File: config.mk
export PLATFORM = sky130hd
export DESIGN_NAME = spi_flash_cmd_front
export DESIGN_NICKNAME = d
export VERILOG_FILES = /design/src/rtl/spi_flash_cmd_front.sv
export SDC_FILE = /design/constraint.sdc
export NUM_CORES = 1
export LEC_CHECK = 0
export BUFFER_PORTS_ARGS = -buffer_cell sky130_fd_sc_hd__clkbuf_2
export CORE_AREA = 2 2 108 215
export DETAILED_ROUTE_END_ITERATION = 8
export DIE_AREA = 0 0 110 217
export GPL_TIMING_DRIVEN = 1
export PLACE_DENSITY = 0.48
export SYNTH_ARGS = -nofsm -noshare
export SYNTH_HDL_FRONTEND = slang
export SYNTH_SLANG_ARGS = --single-unit
File: constraint.sdc
create_clock -name clk -period 5.4 [get_ports clk]
set_input_delay 0.54 -clock clk [delete_from_list [all_inputs] [get_ports clk]]
set_output_delay 0.54 -clock clk [all_outputs]
set_load 0.03 [all_outputs]
File: src/rtl/spi_flash_cmd_front.sv
module spi_flash_cmd_front #(
  parameter int         PAGE_BYTES = 256,
  parameter logic [7:0] MFR_ID     = 8'hC5,
  parameter logic [7:0] DEV_ID     = 8'h10
) (
  input  logic        clk,
  input  logic        rst_n,
  input  logic        sck,
  input  logic        cs_n,
  input  logic        mosi,
  output logic        miso,
  output logic        miso_oe,
  output logic [23:0] rd_addr,
  input  logic [7:0]  rd_data,
  output logic        pp_valid,
  output logic [7:0]  pp_data,
  output logic        cmd_valid,
  output logic [2:0]  cmd_code,
  output logic [23:0] cmd_addr,
  output logic [7:0]  cmd_data,
  input  logic        wr_done
);
  localparam int PCW = $clog2(PAGE_BYTES + 1);
  localparam logic [2:0] CMD_PROG = 3'd0, CMD_BERASE = 3'd1, CMD_CERASE = 3'd2,
                         CMD_SRW = 3'd3, CMD_PDOWN = 3'd4;

  typedef enum logic [2:0] {S_OPC, S_ADDR, S_DUMMY, S_DIN, S_DOUT, S_HOLD} st_t;

  st_t        st;
  logic       sck_q, cs_q, busy, wel, pd, armed, idsel;
  logic [6:0] sh;
  logic [2:0] bitcnt;
  logic [1:0] cnt;
  logic [7:0] op, tx, wdat;
  logic [5:0] sr_hi;
  logic [23:0] addr;
  logic [PCW-1:0] ppn;

  wire       cs_start = cs_q && !cs_n;
  wire       cs_end   = !cs_q && cs_n;
  wire       rise     = sck && !sck_q && !cs_n && !cs_q;
  wire       fall     = !sck && sck_q && !cs_n && !cs_q;
  wire [7:0] shift_in = {sh, mosi};
  wire [7:0] status   = {sr_hi, wel, busy};

  logic known, acc;
  always_comb begin
    case (shift_in)
      8'h06, 8'h04, 8'h05, 8'h01, 8'h03, 8'h0B,
      8'h02, 8'hD8, 8'hC7, 8'hB9, 8'hAB, 8'h90: known = 1'b1;
      default: known = 1'b0;
    endcase
    acc = pd ? (shift_in == 8'hAB) : busy ? (shift_in == 8'h05) : known;
  end

  logic [7:0] src, cur;
  always_comb begin
    case (op)
      8'h05:        src = status;
      8'h03, 8'h0B: src = rd_data;
      8'h90:        src = idsel ? DEV_ID : MFR_ID;
      default:      src = DEV_ID;
    endcase
    cur = (bitcnt == 3'd0) ? src : tx;
  end

  logic [2:0] code_of_op;
  always_comb
    case (op)
      8'h02:   code_of_op = CMD_PROG;
      8'hD8:   code_of_op = CMD_BERASE;
      8'hC7:   code_of_op = CMD_CERASE;
      8'h01:   code_of_op = CMD_SRW;
      default: code_of_op = CMD_PDOWN;
    endcase

  assign miso_oe = !cs_n;
  assign rd_addr = addr;

  always_ff @(posedge clk or negedge rst_n)
    if (!rst_n) begin
      st <= S_HOLD; sck_q <= 1'b0; cs_q <= 1'b1; busy <= 1'b0; wel <= 1'b0;
      pd <= 1'b0; armed <= 1'b0; idsel <= 1'b0; sh <= '0; bitcnt <= '0;
      cnt <= '0; op <= '0; tx <= '0; wdat <= '0; sr_hi <= '0; addr <= '0;
      ppn <= '0; miso <= 1'b0; pp_valid <= 1'b0; pp_data <= '0;
      cmd_valid <= 1'b0; cmd_code <= '0; cmd_addr <= '0; cmd_data <= '0;
    end else begin
      sck_q     <= sck;
      cs_q      <= cs_n;
      cmd_valid <= 1'b0;
      pp_valid  <= 1'b0;
      if (wr_done && busy) begin
        busy <= 1'b0;
        wel  <= 1'b0;
      end
      if (cs_start) begin
        st <= S_OPC; bitcnt <= '0; armed <= 1'b0; cnt <= '0; ppn <= '0; idsel <= 1'b0;
      end else if (rise) begin
        sh     <= shift_in[6:0];
        bitcnt <= bitcnt + 3'd1;
        if (bitcnt == 3'd7)
          case (st)
            S_OPC:
              if (!acc) st <= S_HOLD;
              else begin
                op <= shift_in;
                cnt <= '0;
                st <= S_HOLD;
                case (shift_in)
                  8'h06: wel <= 1'b1;
                  8'h04: wel <= 1'b0;
                  8'h05: st <= S_DOUT;
                  8'h01: st <= S_DIN;
                  8'h03, 8'h0B, 8'h02, 8'hD8: st <= S_ADDR;
                  8'hC7, 8'hB9: armed <= 1'b1;
                  8'h90: st <= S_DUMMY;
                  8'hAB: begin pd <= 1'b0; st <= S_DUMMY; end
                  default: ;
                endcase
              end
            S_ADDR: begin
              addr <= {addr[15:0], shift_in};
              cnt  <= cnt + 2'd1;
              if (cnt == 2'd2)
                case (op)
                  8'h03:   st <= S_DOUT;
                  8'h0B:   begin st <= S_DUMMY; cnt <= '0; end
                  8'h02:   st <= S_DIN;
                  default: begin armed <= 1'b1; st <= S_HOLD; end
                endcase
            end
            S_DUMMY: begin
              cnt <= cnt + 2'd1;
              if (cnt == ((op == 8'h0B) ? 2'd0 : 2'd2)) st <= S_DOUT;
            end
            S_DIN: begin
              armed <= 1'b1;
              if (op == 8'h01) begin
                wdat <= shift_in;
                st   <= S_HOLD;
              end else if (ppn < PCW'(PAGE_BYTES)) begin
                pp_valid <= 1'b1;
                pp_data  <= shift_in;
                ppn      <= ppn + 1'b1;
              end
            end
            default: ;
          endcase
      end else if (fall && st == S_DOUT) begin
        miso <= cur[~bitcnt];
        if (bitcnt == 3'd0) begin
          tx <= src;
          if (op == 8'h03 || op == 8'h0B) addr <= addr + 24'd1;
          if (op == 8'h90) idsel <= !idsel;
        end
      end else if (cs_end) begin
        st <= S_HOLD;
        if (armed && bitcnt == 3'd0 && (op == 8'hB9 || wel)) begin
          cmd_valid <= 1'b1;
          cmd_code  <= code_of_op;
          cmd_addr  <= addr;
          cmd_data  <= wdat;
          if (op == 8'hB9) pd <= 1'b1;
          else busy <= 1'b1;
          if (op == 8'h01) sr_hi <= wdat[7:2];
        end
      end
    end


  busy_rise_chk: assert property (@(posedge clk) disable iff (!rst_n)
    $rose(busy) |-> cmd_valid && cmd_code != CMD_PDOWN);

  busy_fall_chk: assert property (@(posedge clk) disable iff (!rst_n)
    $fell(busy) |-> $past(wr_done));

  wel_gate_chk: assert property (@(posedge clk) disable iff (!rst_n)
    cmd_valid && cmd_code != CMD_PDOWN |-> $past(wel));

  pd_entry_chk: assert property (@(posedge clk) disable iff (!rst_n)
    $rose(pd) |-> cmd_valid && cmd_code == CMD_PDOWN);

  pp_idle_chk: assert property (@(posedge clk) disable iff (!rst_n)
    pp_valid |-> !busy);

  cmd_cs_chk: assert property (@(posedge clk) disable iff (!rst_n)
    cmd_valid |-> cs_n);
endmodule

== Yosys cells after proc, flatten, opt, wreduce, memory -nomap -nowiden ==
Index checks and enable logic that the tools add are counted.
Cells by class
  add/subtract/negate cells: 4
  multiply operators: 0
  divide/modulo/power cells: 0
  $lt $le $gt $ge: 2
  equality and inequality tests: 46
  shift operators: 0
  muxes and demuxes: 90
  bitwise gates (word level): 5
  reduce and logical (&&, ||, !) cells: 57
Operators by type and width (count)
  24-bit 2-to-1 mux: 6
  8-bit equality test (second input constant): 9
  9-bit 2-to-1 mux: 6
  1-bit 2-to-1 mux: 49
  3-bit case mux with 4 select lines: 3
  3-bit 2-to-1 mux: 11
  8-bit by 2-bit equality test with 1-bit output (second input constant): 4
  8-bit by 3-bit equality test with 1-bit output (second input constant): 4
  2-bit nonzero test: 13
  24-bit by 1-bit adder with 24-bit output (second input constant): 1
  8-bit case mux with 3 select lines: 1
  5-bit AND reduction: 4
  6-bit AND reduction: 3
  8-bit by 1-bit equality test with 1-bit output (second input constant): 2
  8-bit by 4-bit equality test with 1-bit output (second input constant): 2
  8-bit 2-to-1 mux: 2
  3-bit != test (second input constant): 5
  2-bit 2-to-1 mux: 7
  7-bit AND reduction: 2
  1-bit logical AND: 12
  4-bit != test (second input constant): 3
  12-bit OR reduction: 1
  2-bit by 1-bit != test with 1-bit output (second input constant): 5
  9-bit by 1-bit adder with 9-bit output (second input constant): 1
  31 further kinds: 48
Word-level totals
  bits in registers: 131
  bits in latches: 0
  memory bits (writable): 0
  ROM bits: 0
  input bits: 14
  output and inout bits: 71
  word-level logic and storage cells: 228
  memories kept: 0

== Longest topological paths before layout ==
  word-level depth: 10
  depth in mapped cells: 11
  depth with buffers taken out: 9

== Worst setup path after synthesis ==
OpenSTA, ideal clock, no wires.
  path type: in2reg
  from: input mosi
  to: register wel
  library setup time: 0.128 ns
  arrival time: 2.503 ns
  data required time: 5.272 ns
  slack: 2.770 ns
  stages: 7
  path buffers: 1
  cell sequence: or4b_1 or3_1 and4_1 a211o_1 buf_6 nor3_4 mux2_1
Between the ends
  longest elaborated chain between the ends: 10
  elaborated cells between the ends (all ways): 22
  those cells by class: 12 x eq/ne; 9 x mux; 1 x reduce/logical
RTL lines
  start, declared: line 10  | input logic mosi,
  8-bit equality test (tied with other cells): line 48, 53
  12-bit OR reduction: line 48  | case (shift_in)
  1-bit 2-to-1 mux: line 48
  1-bit 2-to-1 mux (2 in a row): line 53  | acc = pd ? (shift_in == 8'hAB) : busy ? (shift_in == 8'h05) : known;
  1-bit 2-to-1 mux *: line 104  | if (!acc) st <= S_HOLD;
  1-bit 2-to-1 mux *: line 102  | case (st)
  1-bit 2-to-1 mux *: line 101  | if (bitcnt == 3'd7)
  1-bit 2-to-1 mux *: line 98  | end else if (rise) begin
  1-bit 2-to-1 mux *: line 96  | if (cs_start) begin
  end signal, assigned: line 94  | wel <= 1'b0;
  end signal, assigned: line 110  | 8'h06: wel <= 1'b1;
  end signal, assigned: line 111  | 8'h04: wel <= 1'b0;
  end, declared: line 30  | logic sck_q, cs_q, busy, wel, pd, armed, idsel;
Every way passes the cells marked *; elsewhere a longest branch is shown, timed or not.
A chain may end at the register's enable or synchronous reset.

== Worst setup path in the final report ==
  from: register bitcnt[0]
  to: register sr_hi[1]
Between the ends
  longest elaborated chain between the ends: 4
RTL lines
  start, declared: line 32  | logic [2:0] bitcnt;
  start signal, assigned: line 100  | bitcnt <= bitcnt + 3'd1;
  3-bit zero test: line 158  | if (armed && bitcnt == 3'd0 && (op == 8'hB9 || wel)) begin
  1-bit logical AND (2 in a row): line 158
  6-bit AND reduction (no line)
  end signal, assigned: line 165  | if (op == 8'h01) sr_hi <= wdat[7:2];
  end, declared: line 35  | logic [5:0] sr_hi;
No other way between the ends.

==> flow_results.org <==
** Critical path
- Launching element type of the critical path :: register
- Crit Reg-Reg Endpoint :: sr_hi[1]
- On the critical path the largest part of the delay comes from simple AND/OR/NAND/NOR gates.
- Worst reg2reg path depth :: 9
- In this design, the stage delay of the slowest critical-path cell is 690 ps.
- The critical path goes through inv_1 > ha_1 > nor2b_1 > nand3_1 > nor4_1 > o21ai_1 > inv_2 > and2_1 > mux2_1.
- The critical path is of the register to register type.
- STA classifies the critical path endpoint as a register.
- STA puts the critical path data arrival time at 3700 ps.
- Together, buffers and inverters on the worst path number 2.
- Critical path required time :: 5710 ps
- Of all nets on the critical path, the largest fanout is 39.
- The setup check on the worst reg-to-reg path leaves a slack of 2010 ps.
- Worst flop-to-flop path startpoint :: bitcnt[0]
- Slowest cell on the critical path :: sky130_fd_sc_hd__inv_2

** Synthesis
- Most instantiated flip-flop cell in the synthesis netlist :: sky130_fd_sc_hd__dfrtp_1
- Sequential-to-total area share from yosys stat :: 0.497
- Distinct cell type count of the synthesized netlist :: 67
- Synthesis produced a netlist with a net count of 658.
- Cell Area, Synth :: 6600 sq um
- Number of storage elements in the synthesis netlist :: 131
- For this run, asynchronously set or reset flops after synthesis account for 1.00.
- Number of synthesized flops with an enable pin :: 0
- Dividing the synthesized area by the synthesized cell count gives 10.4 sq um.
- Yosys printed 0 warnings.
- Instance count of the mapped netlist :: 635

** Floorplan
- The die is 110 um wide.
- The region available for standard cell placement spans 22300 sq um.
- Number of placed I/O pins :: 85
- Full die area :: 23900 sq um
- In this run the core area contains 78 standard-cell rows.
- The initial utilization of the core area, before any placement, comes to 0.295.
- The die is 217 um tall.

** Place
- Port-buffer cells :: 84
- Routability-driven placement finished with a final weighted congestion of 0.855.
- Cell Count Post-Placement :: 962
- Post-DP HPWL :: 11700 um

** STA
- Max Clk Rate :: 295 MHz
- Setup-violating endpoint count in the final report :: 0
- Slew margin rel. :: 0.391
- Setup repair after global routing missed its margin :: false
- Fin Hold WS :: 130 ps
- Max-slew violation total from the final report :: 0
- Share of the clock period used by the worst path :: 0.628
- The number of endpoints with negative hold slack in the final report is 0.
- Accumulated negative setup slack :: 0 ps
- At the pin with the least slew margin, the transition time is 912 ps.
- The clock arrives with 8.65 ps of skew.
- The smallest clock period supported by the final layout is computed as 3390 ps.

** Route
- Count of nets left with antenna violations after detail routing :: 0
- After detailed routing, the total wire length is 17300 um.
- The routed layout has 5165 vias.
- Number of DRC markers after the initial detailed-route iteration :: 278
- DRC Markers :: 0
- The pre-antenna-repair detailed-routing pass consisted of 5 iterations.
- Average routed wire per standard cell :: 17.4 um
- Drt via density :: 5.20

** Pwr
- The analysis attributes to net switching a power of 0.658 mW.
- Internal Power :: 1.77 mW
- Of the total power, the clock network draws 0.478.
- Of the total power, registers draw 0.449.
- Across the VDD grid, the largest voltage drop is 0.179 mV.
- Static leakage :: 3.79 nW
- Power per unit of standard cell area :: 309 nW/um^2
- Switching part of the total power :: 0.271
- After layout, the design draws a total of 2.42 mW.
- Combinational cell fraction of total power :: 0.073

** Hold path
- Kind of path behind the tightest hold check :: input port to async pin

** Outcome
- Run status :: complete, no violations

** CTS
- Counting the buffers created by CTS gives 17.
- Buffers inserted to repair hold after CTS numbered 0.
- In this run the number of H-tree levels came out at 4.
- CTS tree :: built
- Buffers added to address setup during post-CTS repair amount to 0.
- Once the clock tree was built, the resizer swapped 0 gates to a different size.
- The clock passes through at most 2 buffers.
- Worst-path clk slew :: 60 ps
- The later pin in the worst-skew pair is clocked with a latency of 430 ps.
- The clock net in this run drives a total of 131 sinks.
- The tree is rooted in a sky130_fd_sc_hd__clkbuf_16.

** Final layout
- Once layout is complete, the utilization of the core stands at 0.351.
- Summing all multi-input logic gate instances after layout gives 3080 sq um.
- 0 antenna diodes ended up in the layout.
- Filler-free cell count of the finished design :: 994
- Filler cell count :: 2280
- FF/Latch Area :: 3280 sq um
- Growth of design area from synthesis to finish :: 18.7%
- In the final layout, the share of cells above drive strength 1 is 0.202.
- Net total in the final layout :: 724

** Run
- Max-cap violations :: 0

** GRT
- Entering global routing, the biggest net connects 84 pins.
- Global-route usage over all layers :: 0.154
- The first global-routing pass estimated 28400 um of wire.
- Overflow after GRT :: 0
- The via count of the first global-routing pass was 5067.
- Antenna violations before repair :: 1
per-stage QoR:
step	instance area, sq um	worst slack (ps)
final	7840	2010
after global routing	7840	1750
after CTS	7840	2000
after detailed placement	7250	2020
after global placement	7250	2140
after floorplan	6600	2770
worst max path at each step:
| stage | to | cells past startpoint | from |
|---|---|---|---|
| 5_1_grt | sr_hi[5] | 9 | bitcnt[1] |
| 3_5_place_dp | sr_hi[5] | 9 | bitcnt[0] |
| 6_report | sr_hi[1] | 9 | bitcnt[0] |
| 3_3_place_gp | sr_hi[1] | 9 | cs_n |
| 4_1_cts | sr_hi[0] | 9 | bitcnt[0] |
| 2_1_floorplan | wel | 7 | mosi |
metal layers:
| metal | global-route usage | wire, um | vias to the layer above | share of wire |
|---|---|---|---|---|
| met3 | 0.0341 | 731 | 17 | 0.042 |
| met5 | 0 | 0 | - | 0 |
| met2 | 0.222 | 7780 | 122 | 0.45 |
| met4 | 0.0473 | 228 | 0 | 0.013 |
| met1 | 0.230 | 8530 | 2557 | 0.49 |
| li1 | - | - | 2469 | - |
worst reg2reg max path, delay by kind of cell (launching register included):
| family | cells | cell delay [ps] |
|---|---|---|
| buffers and inverters | 2 | 810 |
| muxes | 1 | 350 |
| DFF | 1 | 470 |
| adders and majority gates | 1 | 230 |
| and+or+nand+nor | 4 | 1270 |
| AOI/OAI and AO/OA | 1 | 160 |
sequential cells by signal (all words and copies together) (netlist names), 2 cells and up:
name	flops
st	3
sr_hi	6
bitcnt	3
cmd_data	8
tx	8
sh	7
cmd_addr	24
op	8
pp_data	8
cnt	2
cmd_code	3
wdat	8
rd_addr	24
ppn	9
cells in the final DEF (no fill, tap or decap), drive strengths merged, types with 7 or more instances in the layout:
cell type | Yosys | routed
a22oi | 7 | 7
a21oi | 49 | 49
o21ai | 34 | 34
a31oi | 9 | 9
ha | 9 | 9
mux2 | 74 | 74
nor2 | 41 | 41
nand2 | 49 | 49
clkbuf | 29 | 102
and3 | 12 | 12
nor4 | 13 | 13
dfrtp | 128 | 128
o22ai | 8 | 8
nor3 | 10 | 10
nand4 | 10 | 10
inv | 19 | 27
nand3 | 29 | 29
xor2 | 7 | 7
power by group through the flow:
stage | registers (mW) | logic, mW | clock network (mW)
after floorplan | 1.07 | 0.142 | 0
after global placement | 1.11 | 0.181 | 0
after detailed placement | 1.11 | 0.180 | 0
after CTS | 1.09 | 0.181 | 1.19
after global routing | 1.10 | 0.201 | 1.24
final | 1.09 | 0.177 | 1.16
final cells by class:
class,instances,share of cell area
clock buffer,19,0.0578
clock inverter,13,0.0174
inverter,20,0.00958
multi-input combinational,442,0.393
sequential,131,0.419
tap,280,0.0447
timing repair buffer,89,0.0592
cell families after synthesis:
kind of cell | synth area share
xor gates and xnor gates | 0.0119
and+or+nand+nor | 0.163
DFF | 0.497
adders and majority gates | 0.0171
buffers and inverters | 0.0381
muxes | 0.134
AOI/OAI and AO/OA | 0.139
synth_stat cells, drive strengths merged (4+ instances only):
library cell	n	area, sq um
dfrtp	128	3200
nand3	29	145
mux2	74	863
o22ai	8	50.1
a221o	4	40.0
o22a	4	35.0
and3	12	75.1
nor4b	6	58.8
nand4	10	62.6
a22oi	7	52.6
buf	13	67.6
a21oi	49	249
nand2b	6	37.5
clkbuf	29	109
nand2	49	184
xor2	7	61.3
nor4	13	103
o21ai	34	170
a31oi	9	56.3
and2	5	31.3
nor2	41	154
inv	19	71.3
ha	9	113
nor3	10	61.3
nor2b	6	37.5
No activity file was read; power rests on OpenSTA's default activity.
